[config.mk]
export PLATFORM = sky130hd
export DESIGN_NAME = seg_xlate_mmu
export DESIGN_NICKNAME = d
export VERILOG_FILES = /design/src/rtl/mmu_pkg.sv /design/src/rtl/desc_table.sv /design/src/rtl/space_table.sv /design/src/rtl/desc_match.sv /design/src/rtl/hit_cache.sv /design/src/rtl/scan_ctrl.sv /design/src/rtl/seg_xlate_mmu.sv
export SDC_FILE = /design/constraint.sdc
export NUM_CORES = 2
export LEC_CHECK = 0
export CAP_MARGIN = 20
export CELL_PAD_IN_SITES_DETAIL_PLACEMENT = 0
export CELL_PAD_IN_SITES_GLOBAL_PLACEMENT = 1
export CORE_MARGIN = 2
export CORE_UTILIZATION = 30
export DETAILED_ROUTE_END_ITERATION = 10
export PLACE_DENSITY = 0.49
export RECOVER_POWER = 25
export SLEW_MARGIN = 20
export SYNTH_ARGS = -nofsm -noshare
export SYNTH_HDL_FRONTEND = slang
export SYNTH_SLANG_ARGS = --single-unit
[constraint.sdc]
create_clock -name clk -period 31.8 [get_ports clk]
set_input_delay 9.54 -clock clk [delete_from_list [all_inputs] [get_ports clk]]
set_output_delay 9.54 -clock clk [all_outputs]
set_load 0.02 [all_outputs]
[src/rtl/mmu_pkg.sv]
// Package: shared types for the segment translator.
// Holds the controller state encoding and the register-port selector codes.
package mmu_pkg;

    typedef enum logic {
        ST_IDLE = 1'b0,
        ST_SCAN = 1'b1
    } scan_state_t;

    localparam logic REG_SEL_STATUS = 1'b0;
    localparam logic REG_SEL_SPACE  = 1'b1;

endpackage

[src/rtl/desc_table.sv]
// Module: desc_table
// Register file of segment descriptors with one full-load port, one
// valid-bit status port, and two combinational read ports (cache probe and
// scan probe). Entry 0 resets to an identity mapping; all others reset invalid.
// Assumes at most one of load/status targets a given entry per cycle (load wins).
module desc_table #(
    parameter int NUM_DESC = 32,
    parameter int ADDR_W   = 24,
    parameter int ASN_W    = 8,
    localparam int IDX_W   = $clog2(NUM_DESC)
) (
    input  logic              clk,
    input  logic              rst_n,
    input  logic              ld_we,
    input  logic [IDX_W-1:0]  ld_idx,
    input  logic [ADDR_W-1:0] ld_lbase,
    input  logic [ADDR_W-1:0] ld_mask,
    input  logic [ADDR_W-1:0] ld_pbase,
    input  logic [ASN_W-1:0]  ld_asn,
    input  logic              ld_valid,
    input  logic              st_we,
    input  logic [IDX_W-1:0]  st_idx,
    input  logic              st_valid,
    input  logic [IDX_W-1:0]  ra_idx,
    output logic [ADDR_W-1:0] ra_lbase,
    output logic [ADDR_W-1:0] ra_mask,
    output logic [ADDR_W-1:0] ra_pbase,
    output logic [ASN_W-1:0]  ra_asn,
    output logic              ra_valid,
    input  logic [IDX_W-1:0]  rb_idx,
    output logic [ADDR_W-1:0] rb_lbase,
    output logic [ADDR_W-1:0] rb_mask,
    output logic [ADDR_W-1:0] rb_pbase,
    output logic [ASN_W-1:0]  rb_asn,
    output logic              rb_valid
);

    logic [ADDR_W-1:0] lbase_q [NUM_DESC];
    logic [ADDR_W-1:0] mask_q  [NUM_DESC];
    logic [ADDR_W-1:0] pbase_q [NUM_DESC];
    logic [ASN_W-1:0]  asn_q   [NUM_DESC];
    logic              valid_q [NUM_DESC];

    for (genvar g = 0; g < NUM_DESC; g++) begin : g_entry
        localparam logic              RST_VALID = (g == 0);
        localparam logic [ADDR_W-1:0] RST_MASK  = (g == 0) ? '1 : '0;

        logic sel_ld;
        logic sel_st;
        assign sel_ld = ld_we && (ld_idx == IDX_W'(g));
        assign sel_st = st_we && (st_idx == IDX_W'(g));

        // Entry storage: reset value, full load, or valid-bit update.
        always_ff @(posedge clk) begin
            if (!rst_n) begin
                lbase_q[g] <= '0;
                mask_q[g]  <= RST_MASK;
                pbase_q[g] <= '0;
                asn_q[g]   <= '0;
                valid_q[g] <= RST_VALID;
            end else if (sel_ld) begin
                lbase_q[g] <= ld_lbase;
                mask_q[g]  <= ld_mask;
                pbase_q[g] <= ld_pbase;
                asn_q[g]   <= ld_asn;
                valid_q[g] <= ld_valid;
            end else if (sel_st) begin
                valid_q[g] <= st_valid;
            end
        end
    end

    // Read port A: descriptor selected by the cache.
    always_comb begin
        ra_lbase = lbase_q[ra_idx];
        ra_mask  = mask_q[ra_idx];
        ra_pbase = pbase_q[ra_idx];
        ra_asn   = asn_q[ra_idx];
        ra_valid = valid_q[ra_idx];
    end

    // Read port B: descriptor under the scan pointer.
    always_comb begin
        rb_lbase = lbase_q[rb_idx];
        rb_mask  = mask_q[rb_idx];
        rb_pbase = pbase_q[rb_idx];
        rb_asn   = asn_q[rb_idx];
        rb_valid = valid_q[rb_idx];
    end

endmodule

[src/rtl/space_table.sv]
// Module: space_table
// Maps a small space code to an address-space number. All entries reset to 0.
// One write port, one combinational read port.
module space_table #(
    parameter int SC_W   = 3,
    parameter int ASN_W  = 8,
    localparam int NUM_SC = 1 << SC_W
) (
    input  logic             clk,
    input  logic             rst_n,
    input  logic             wr_en,
    input  logic [SC_W-1:0]  wr_code,
    input  logic [ASN_W-1:0] wr_asn,
    input  logic [SC_W-1:0]  rd_code,
    output logic [ASN_W-1:0] rd_asn
);

    logic [ASN_W-1:0] map_q [NUM_SC];

    for (genvar g = 0; g < NUM_SC; g++) begin : g_code
        // Table entry: clear at reset, replace on a matching write.
        always_ff @(posedge clk) begin
            if (!rst_n) begin
                map_q[g] <= '0;
            end else if (wr_en && (wr_code == SC_W'(g))) begin
                map_q[g] <= wr_asn;
            end
        end
    end

    // Lookup of the presented code.
    always_comb rd_asn = map_q[rd_code];

endmodule

[src/rtl/desc_match.sv]
// Module: desc_match
// Combinational comparison of one descriptor against an address and
// address-space number; also forms the translated address.
// Assumes the mask marks offset bits with 1.
module desc_match #(
    parameter int ADDR_W = 24,
    parameter int ASN_W  = 8
) (
    input  logic [ADDR_W-1:0] addr,
    input  logic [ASN_W-1:0]  asn,
    input  logic [ADDR_W-1:0] d_lbase,
    input  logic [ADDR_W-1:0] d_mask,
    input  logic [ADDR_W-1:0] d_pbase,
    input  logic [ASN_W-1:0]  d_asn,
    input  logic              d_valid,
    output logic              match,
    output logic [ADDR_W-1:0] pa
);

    // Segment compare on the non-offset bits plus space and valid checks.
    always_comb begin
        match = d_valid && (d_asn == asn) &&
                ((addr & ~d_mask) == (d_lbase & ~d_mask));
        pa    = d_pbase | (addr & d_mask);
    end

endmodule

[src/rtl/hit_cache.sv]
// Module: hit_cache
// One-entry memory of the last matching descriptor index.
// Flush takes priority over load.
module hit_cache #(
    parameter int IDX_W = 5
) (
    input  logic             clk,
    input  logic             rst_n,
    input  logic             flush,
    input  logic             load,
    input  logic [IDX_W-1:0] load_idx,
    output logic             valid,
    output logic [IDX_W-1:0] idx
);

    // Cache register: empty at reset and on flush, filled on a scan hit.
    always_ff @(posedge clk) begin
        if (!rst_n) begin
            valid <= 1'b0;
            idx   <= '0;
        end else if (flush) begin
            valid <= 1'b0;
        end else if (load) begin
            valid <= 1'b1;
            idx   <= load_idx;
        end
    end

endmodule

[src/rtl/scan_ctrl.sv]
// Module: scan_ctrl
// Lookup sequencer. While idle it accepts a request, answers it from the cache
// probe when that matches, and otherwise latches the request and steps a scan
// pointer through the table one entry per clock until a match or the last entry.
// Requests raised during a scan are ignored.
module scan_ctrl
    import mmu_pkg::*;
#(
    parameter int NUM_DESC = 32,
    parameter int ADDR_W   = 24,
    parameter int ASN_W    = 8,
    localparam int IDX_W   = $clog2(NUM_DESC)
) (
    input  logic              clk,
    input  logic              rst_n,
    input  logic              lk_req,
    input  logic [ADDR_W-1:0] lk_addr,
    input  logic [ASN_W-1:0]  lk_asn,
    input  logic              cache_hit,
    input  logic [ADDR_W-1:0] cache_pa,
    input  logic              scan_match,
    input  logic [ADDR_W-1:0] scan_pa,
    output logic [IDX_W-1:0]  scan_idx,
    output logic [ADDR_W-1:0] scan_addr,
    output logic [ASN_W-1:0]  scan_asn,
    output logic              scan_active,
    output logic              cache_load,
    output logic [ADDR_W-1:0] pa_o,
    output logic              hit_o,
    output logic              fault_o
);

    localparam logic [IDX_W-1:0] LAST_IDX = IDX_W'(NUM_DESC - 1);

    scan_state_t state_q;

    // Scan progress and result registers.
    always_ff @(posedge clk) begin
        if (!rst_n) begin
            state_q   <= ST_IDLE;
            scan_idx  <= '0;
            scan_addr <= '0;
            scan_asn  <= '0;
            pa_o      <= '0;
            hit_o     <= 1'b0;
            fault_o   <= 1'b0;
        end else begin
            hit_o   <= 1'b0;
            fault_o <= 1'b0;
            case (state_q)
                ST_IDLE: begin
                    if (lk_req) begin
                        if (cache_hit) begin
                            pa_o  <= cache_pa;
                            hit_o <= 1'b1;
                        end else begin
                            scan_addr <= lk_addr;
                            scan_asn  <= lk_asn;
                            scan_idx  <= '0;
                            state_q   <= ST_SCAN;
                        end
                    end
                end
                ST_SCAN: begin
                    if (scan_match) begin
                        pa_o    <= scan_pa;
                        hit_o   <= 1'b1;
                        state_q <= ST_IDLE;
                    end else if (scan_idx == LAST_IDX) begin
                        fault_o <= 1'b1;
                        state_q <= ST_IDLE;
                    end else begin
                        scan_idx <= scan_idx + 1'b1;
                    end
                end
                default: state_q <= ST_IDLE;
            endcase
        end
    end

    // Status toward the cache and checker.
    always_comb begin
        scan_active = (state_q == ST_SCAN);
        cache_load  = scan_active && scan_match;
    end

endmodule

[src/rtl/seg_xlate_mmu.sv]
// Module: seg_xlate_mmu (top)
// Segment address translator: descriptor table, space-code table, one-entry
// last-hit cache and a sequential lowest-index-first scan on cache miss.
// Assumes configuration writes are not issued while a scan is running, and
// SC_W <= IDX_W so a space code fits the register index field.
module seg_xlate_mmu
    import mmu_pkg::*;
#(
    parameter int NUM_DESC = 32,
    parameter int ADDR_W   = 24,
    parameter int ASN_W    = 8,
    parameter int SC_W     = 3,
    localparam int IDX_W   = $clog2(NUM_DESC)
) (
    input  logic              clk,
    input  logic              rst_n,
    input  logic              lk_req,
    input  logic [ADDR_W-1:0] lk_addr,
    input  logic [SC_W-1:0]   lk_space,
    input  logic              dl_we,
    input  logic [IDX_W-1:0]  dl_idx,
    input  logic [ADDR_W-1:0] dl_lbase,
    input  logic [ADDR_W-1:0] dl_mask,
    input  logic [ADDR_W-1:0] dl_pbase,
    input  logic [ASN_W-1:0]  dl_asn,
    input  logic              dl_valid,
    input  logic              rw_we,
    input  logic              rw_sel,
    input  logic [IDX_W-1:0]  rw_idx,
    input  logic [ASN_W-1:0]  rw_data,
    output logic [ADDR_W-1:0] pa_o,
    output logic              hit_o,
    output logic              fault_o
);

    logic              cfg_we;
    logic              st_we;
    logic              sp_we;
    logic [ASN_W-1:0]  lk_asn;
    logic              cache_valid;
    logic [IDX_W-1:0]  cache_idx;
    logic              cache_load;
    logic              cache_match;
    logic              cache_hit;
    logic [ADDR_W-1:0] cache_pa;
    logic [IDX_W-1:0]  scan_idx;
    logic [ADDR_W-1:0] scan_addr;
    logic [ASN_W-1:0]  scan_asn;
    logic              scan_active;
    logic              scan_match;
    logic [ADDR_W-1:0] scan_pa;

    logic [ADDR_W-1:0] a_lbase, a_mask, a_pbase;
    logic [ASN_W-1:0]  a_asn;
    logic              a_valid;
    logic [ADDR_W-1:0] b_lbase, b_mask, b_pbase;
    logic [ASN_W-1:0]  b_asn;
    logic              b_valid;

    // Register-port decode; any configuration write flushes the cache.
    always_comb begin
        st_we  = rw_we && (rw_sel == REG_SEL_STATUS);
        sp_we  = rw_we && (rw_sel == REG_SEL_SPACE);
        cfg_we = dl_we || rw_we;
    end

    desc_table #(
        .NUM_DESC (NUM_DESC),
        .ADDR_W   (ADDR_W),
        .ASN_W    (ASN_W)
    ) u_table (
        .clk      (clk),
        .rst_n    (rst_n),
        .ld_we    (dl_we),
        .ld_idx   (dl_idx),
        .ld_lbase (dl_lbase),
        .ld_mask  (dl_mask),
        .ld_pbase (dl_pbase),
        .ld_asn   (dl_asn),
        .ld_valid (dl_valid),
        .st_we    (st_we),
        .st_idx   (rw_idx),
        .st_valid (rw_data[0]),
        .ra_idx   (cache_idx),
        .ra_lbase (a_lbase),
        .ra_mask  (a_mask),
        .ra_pbase (a_pbase),
        .ra_asn   (a_asn),
        .ra_valid (a_valid),
        .rb_idx   (scan_idx),
        .rb_lbase (b_lbase),
        .rb_mask  (b_mask),
        .rb_pbase (b_pbase),
        .rb_asn   (b_asn),
        .rb_valid (b_valid)
    );

    space_table #(
        .SC_W  (SC_W),
        .ASN_W (ASN_W)
    ) u_space (
        .clk     (clk),
        .rst_n   (rst_n),
        .wr_en   (sp_we),
        .wr_code (rw_idx[SC_W-1:0]),
        .wr_asn  (rw_data),
        .rd_code (lk_space),
        .rd_asn  (lk_asn)
    );

    hit_cache #(
        .IDX_W (IDX_W)
    ) u_cache (
        .clk      (clk),
        .rst_n    (rst_n),
        .flush    (cfg_we),
        .load     (cache_load),
        .load_idx (scan_idx),
        .valid    (cache_valid),
        .idx      (cache_idx)
    );

    desc_match #(
        .ADDR_W (ADDR_W),
        .ASN_W  (ASN_W)
    ) u_match_cache (
        .addr    (lk_addr),
        .asn     (lk_asn),
        .d_lbase (a_lbase),
        .d_mask  (a_mask),
        .d_pbase (a_pbase),
        .d_asn   (a_asn),
        .d_valid (a_valid),
        .match   (cache_match),
        .pa      (cache_pa)
    );

    desc_match #(
        .ADDR_W (ADDR_W),
        .ASN_W  (ASN_W)
    ) u_match_scan (
        .addr    (scan_addr),
        .asn     (scan_asn),
        .d_lbase (b_lbase),
        .d_mask  (b_mask),
        .d_pbase (b_pbase),
        .d_asn   (b_asn),
        .d_valid (b_valid),
        .match   (scan_match),
        .pa      (scan_pa)
    );

    // A cache probe counts only when the cache is filled and not being flushed.
    always_comb cache_hit = cache_valid && !cfg_we && cache_match;

    scan_ctrl #(
        .NUM_DESC (NUM_DESC),
        .ADDR_W   (ADDR_W),
        .ASN_W    (ASN_W)
    ) u_ctrl (
        .clk         (clk),
        .rst_n       (rst_n),
        .lk_req      (lk_req),
        .lk_addr     (lk_addr),
        .lk_asn      (lk_asn),
        .cache_hit   (cache_hit),
        .cache_pa    (cache_pa),
        .scan_match  (scan_match),
        .scan_pa     (scan_pa),
        .scan_idx    (scan_idx),
        .scan_addr   (scan_addr),
        .scan_asn    (scan_asn),
        .scan_active (scan_active),
        .cache_load  (cache_load),
        .pa_o        (pa_o),
        .hit_o       (hit_o),
        .fault_o     (fault_o)
    );

endmodule

==> results.ini <==
[placed_design]
port_buffers = 157
place.gp.congestion = 0.907
dp_slack_ns = 17.34
place_hpwl_mm = 443

[synth]
synth_top_area_cell = edfxtp_1
synth_common_cells = edfxtp_1, and2_1, mux4_2
synth-seq-cells = 2736
synth_top_family_by_area = multiplexers
syn_avg_cell_area_um2 = 14.8
synthSimpleGateAreaFrac = 0.138
muxShareOfSynthArea = 0.229
synth_cell_types = 82
ys_seq_area_frac = 0.557
yosys.area_share.adder = 0.000171
synth-compound-area-share = 0.0389
synth_ff_type = edfxtp_1
synth_top_cell_area_share = 0.546
synth_xor_area_frac = 0.00330
synth_edf_count = 2655
synthArstFlopShare = 0
syn_nets = 9987
synth_area_leaders = edfxtp_1, mux4_2, and2_1, mux2i_1, clkbuf_1
syn_area_mm2 = 0.146
ys_warn_count = 0
synth.most_common_cell = edfxtp_1
synthCells = 9853

[setup_path]
start_kind = input port
cp.required_ns = 32.44
end_kind = flop
path_cells = clkbuf_1, clkinvlp_2, nor2_1, clkinvlp_2, buf_4
critical_path_class = in -> reg
r2r_cells = 14
cp_slowest_cell = clkinvlp_2
worstPathMaxFanout = 40
path_common_cell = clkinvlp_2
critPathMaxStageDelay_ns = 3.90
worst_ep_arrival_time_ns = 19.94

[clock_tree]
htree_num_levels = 5
cts_tree = built
clock_path_buffers = 4
cts_resized = 0
worst_skew_pair.late_latency_ns = 1.02
cts_setup_buffers = 0
clkSlewWorstSetupHoldPaths_ns = 0.05
hold_buffers = 0
cts_buffers = 341
cts.sinks = 2736
root_buffer = clkbuf_16

[detailed_routing]
wl_mm = 730
drt_iter0_drc = 15200
wl_per_cell_um = 44.1
viasPerCell = 5.96
ant_nets = 0
drc = 0
num_vias = 98700
first_pass_iters = 6

[floorplanning]
num_rows = 256
core_mm2 = 0.485
io_pins = 158
die_w_um = 702
initial_core_util = 0.301
dieArea_mm2 = 0.492
dieHeight_um = 702

[min_path]
holdPathStages = 2
min_path_type = reg -> reg

[timing]
fmax_ghz = 0.0518
final.min_clock_period_ns = 19.31
setup_viol = 0
hold_viol = 0
fin_ws_ns = 12.49
slew_viol_final = 1634
rsz0062_at_grt = false
worst_pin_slew_ns = 9.57
period_share = 0.607
tns_ns = 0
fin_skew_ns = 0.0625
relSlewSlack = -5.38

[global_routing]
grtUsageTotal = 0.292
grt_first_pass_wirelength_mm = 960
grt_max_degree = 93
overflow = 0
antenna_found_initial = 146
grt_pass1_vias = 97300

[status]
status = finished, violations left
violations = max-capacitance violations, max-slew violations

[final_layout]
drive_gt1_frac = 0.222
nets = 9859
area_growth_pct = 13.4

[power]
leakagePower_nw = 52.6
power_density_mw_per_mm2 = 54.8
ir_drop_mv = 0.0415

[run]
maxCapViolCount = 68

==> sequential cells by signal, indices dropped and copies added, names as in the netlist, named ones only <==
signal	count
u_table.asn_q	256
u_table.lbase_q	768
u_ctrl.scan_idx	5
u_ctrl.pa_o	24
u_ctrl.scan_asn	8
u_cache.idx	5
u_ctrl.scan_active	1
u_space.map_q	64
u_table.mask_q	768
u_ctrl.fault_o	1
u_cache.valid	1
u_table.valid_q	32
u_ctrl.hit_o	1
u_ctrl.scan_addr	24
u_table.pbase_q	768
==> area by class of cell <==
type                    count  area [µm²]
clock buffers             437        9080
flip-flops and latches   2736       81400
repair buffers            537        4450
diodes                    101         253
clock inverters           191        1890
multi-input cells        6078       60200
well taps                6450        8070
fillers                 46600      320000
inverters                  31         173
==> cells by family (layout without fill, tap and decap cells) <==
logic type,after synthesis,in the layout
and+or+nand+nor,3385,3385
other,0,101
adders and majority gates,2,2
DFF,2736,2736
xor gates and xnor gates,55,55
AOI/OAI and AO/OA,802,802
muxes,1834,1834
buffers and inverters,1039,1196
==> path summary, 6_finish.rpt <==
kind / start / endpoint / slack, ns
setup reg to reg: flop / u_ctrl.scan_asn[4]$_SDFFE_PN0P_ / 23.59
hold reg to reg: u_cache.idx[3]$_SDFFE_PN0P_ / flop / 0.47
hold / removal: u_cache.idx[3]$_SDFFE_PN0P_ / flop / 0.47
setup / recovery: rst_n / u_table.lbase_q[25][9]$_SDFFCE_PN0P_ / 12.49
==> cell usage in the layout (no fill, tap or decap), drive strengths merged, types with 102 or more instances in the layout <==
cell type	Yosys	routed
mux2i	569	569
buf	348	371
clkinv	1	140
edfxtp	2655	2655
and2	2614	2614
clkbuf	660	480
clkdlybuf4s50	0	119
nor2	134	134
a22oi	176	176
mux4	1203	1203
nand2	238	238
a21oi	102	102
o21ai	102	102
nand3	131	131
==> critical path: cells and delay by family <==
family                 cells  cell delay (ns)
buffers and inverters      4             9.52
and+or+nand+nor            1             0.76
==> metrics by stage <==
step           power [mW]  hold WS (ns)  instance area (µm²)   util  cells
6_report             9.07         0.468               166000  0.341  16600
5_1_grt              9.28         0.485               165000  0.341  16500
2_1_floorplan        4.75         0.430               146000      -   9853
3_3_place_gp         5.14         0.445               155000  0.319  15800
3_5_place_dp         5.15         0.458               155000  0.320  15800
4_1_cts              9.10         0.465               166000  0.342  16500
==> power breakdown <==
part,internal [mW],total (mW),switching (mW)
registers,4.16,4.28,0.116
logic,0.286,0.817,0.531
clock network,2.29,3.98,1.69
total,6.74,9.07,2.34
==> layer usage <==
layer / GRT usage / routed length [µm]
met4: 0.125 / 38500
met1: 0.392 / 290000
met5: 0 / 227
met2: 0.456 / 330000
met3: 0.0614 / 70700
No activity file was read; power rests on OpenSTA's default activity.
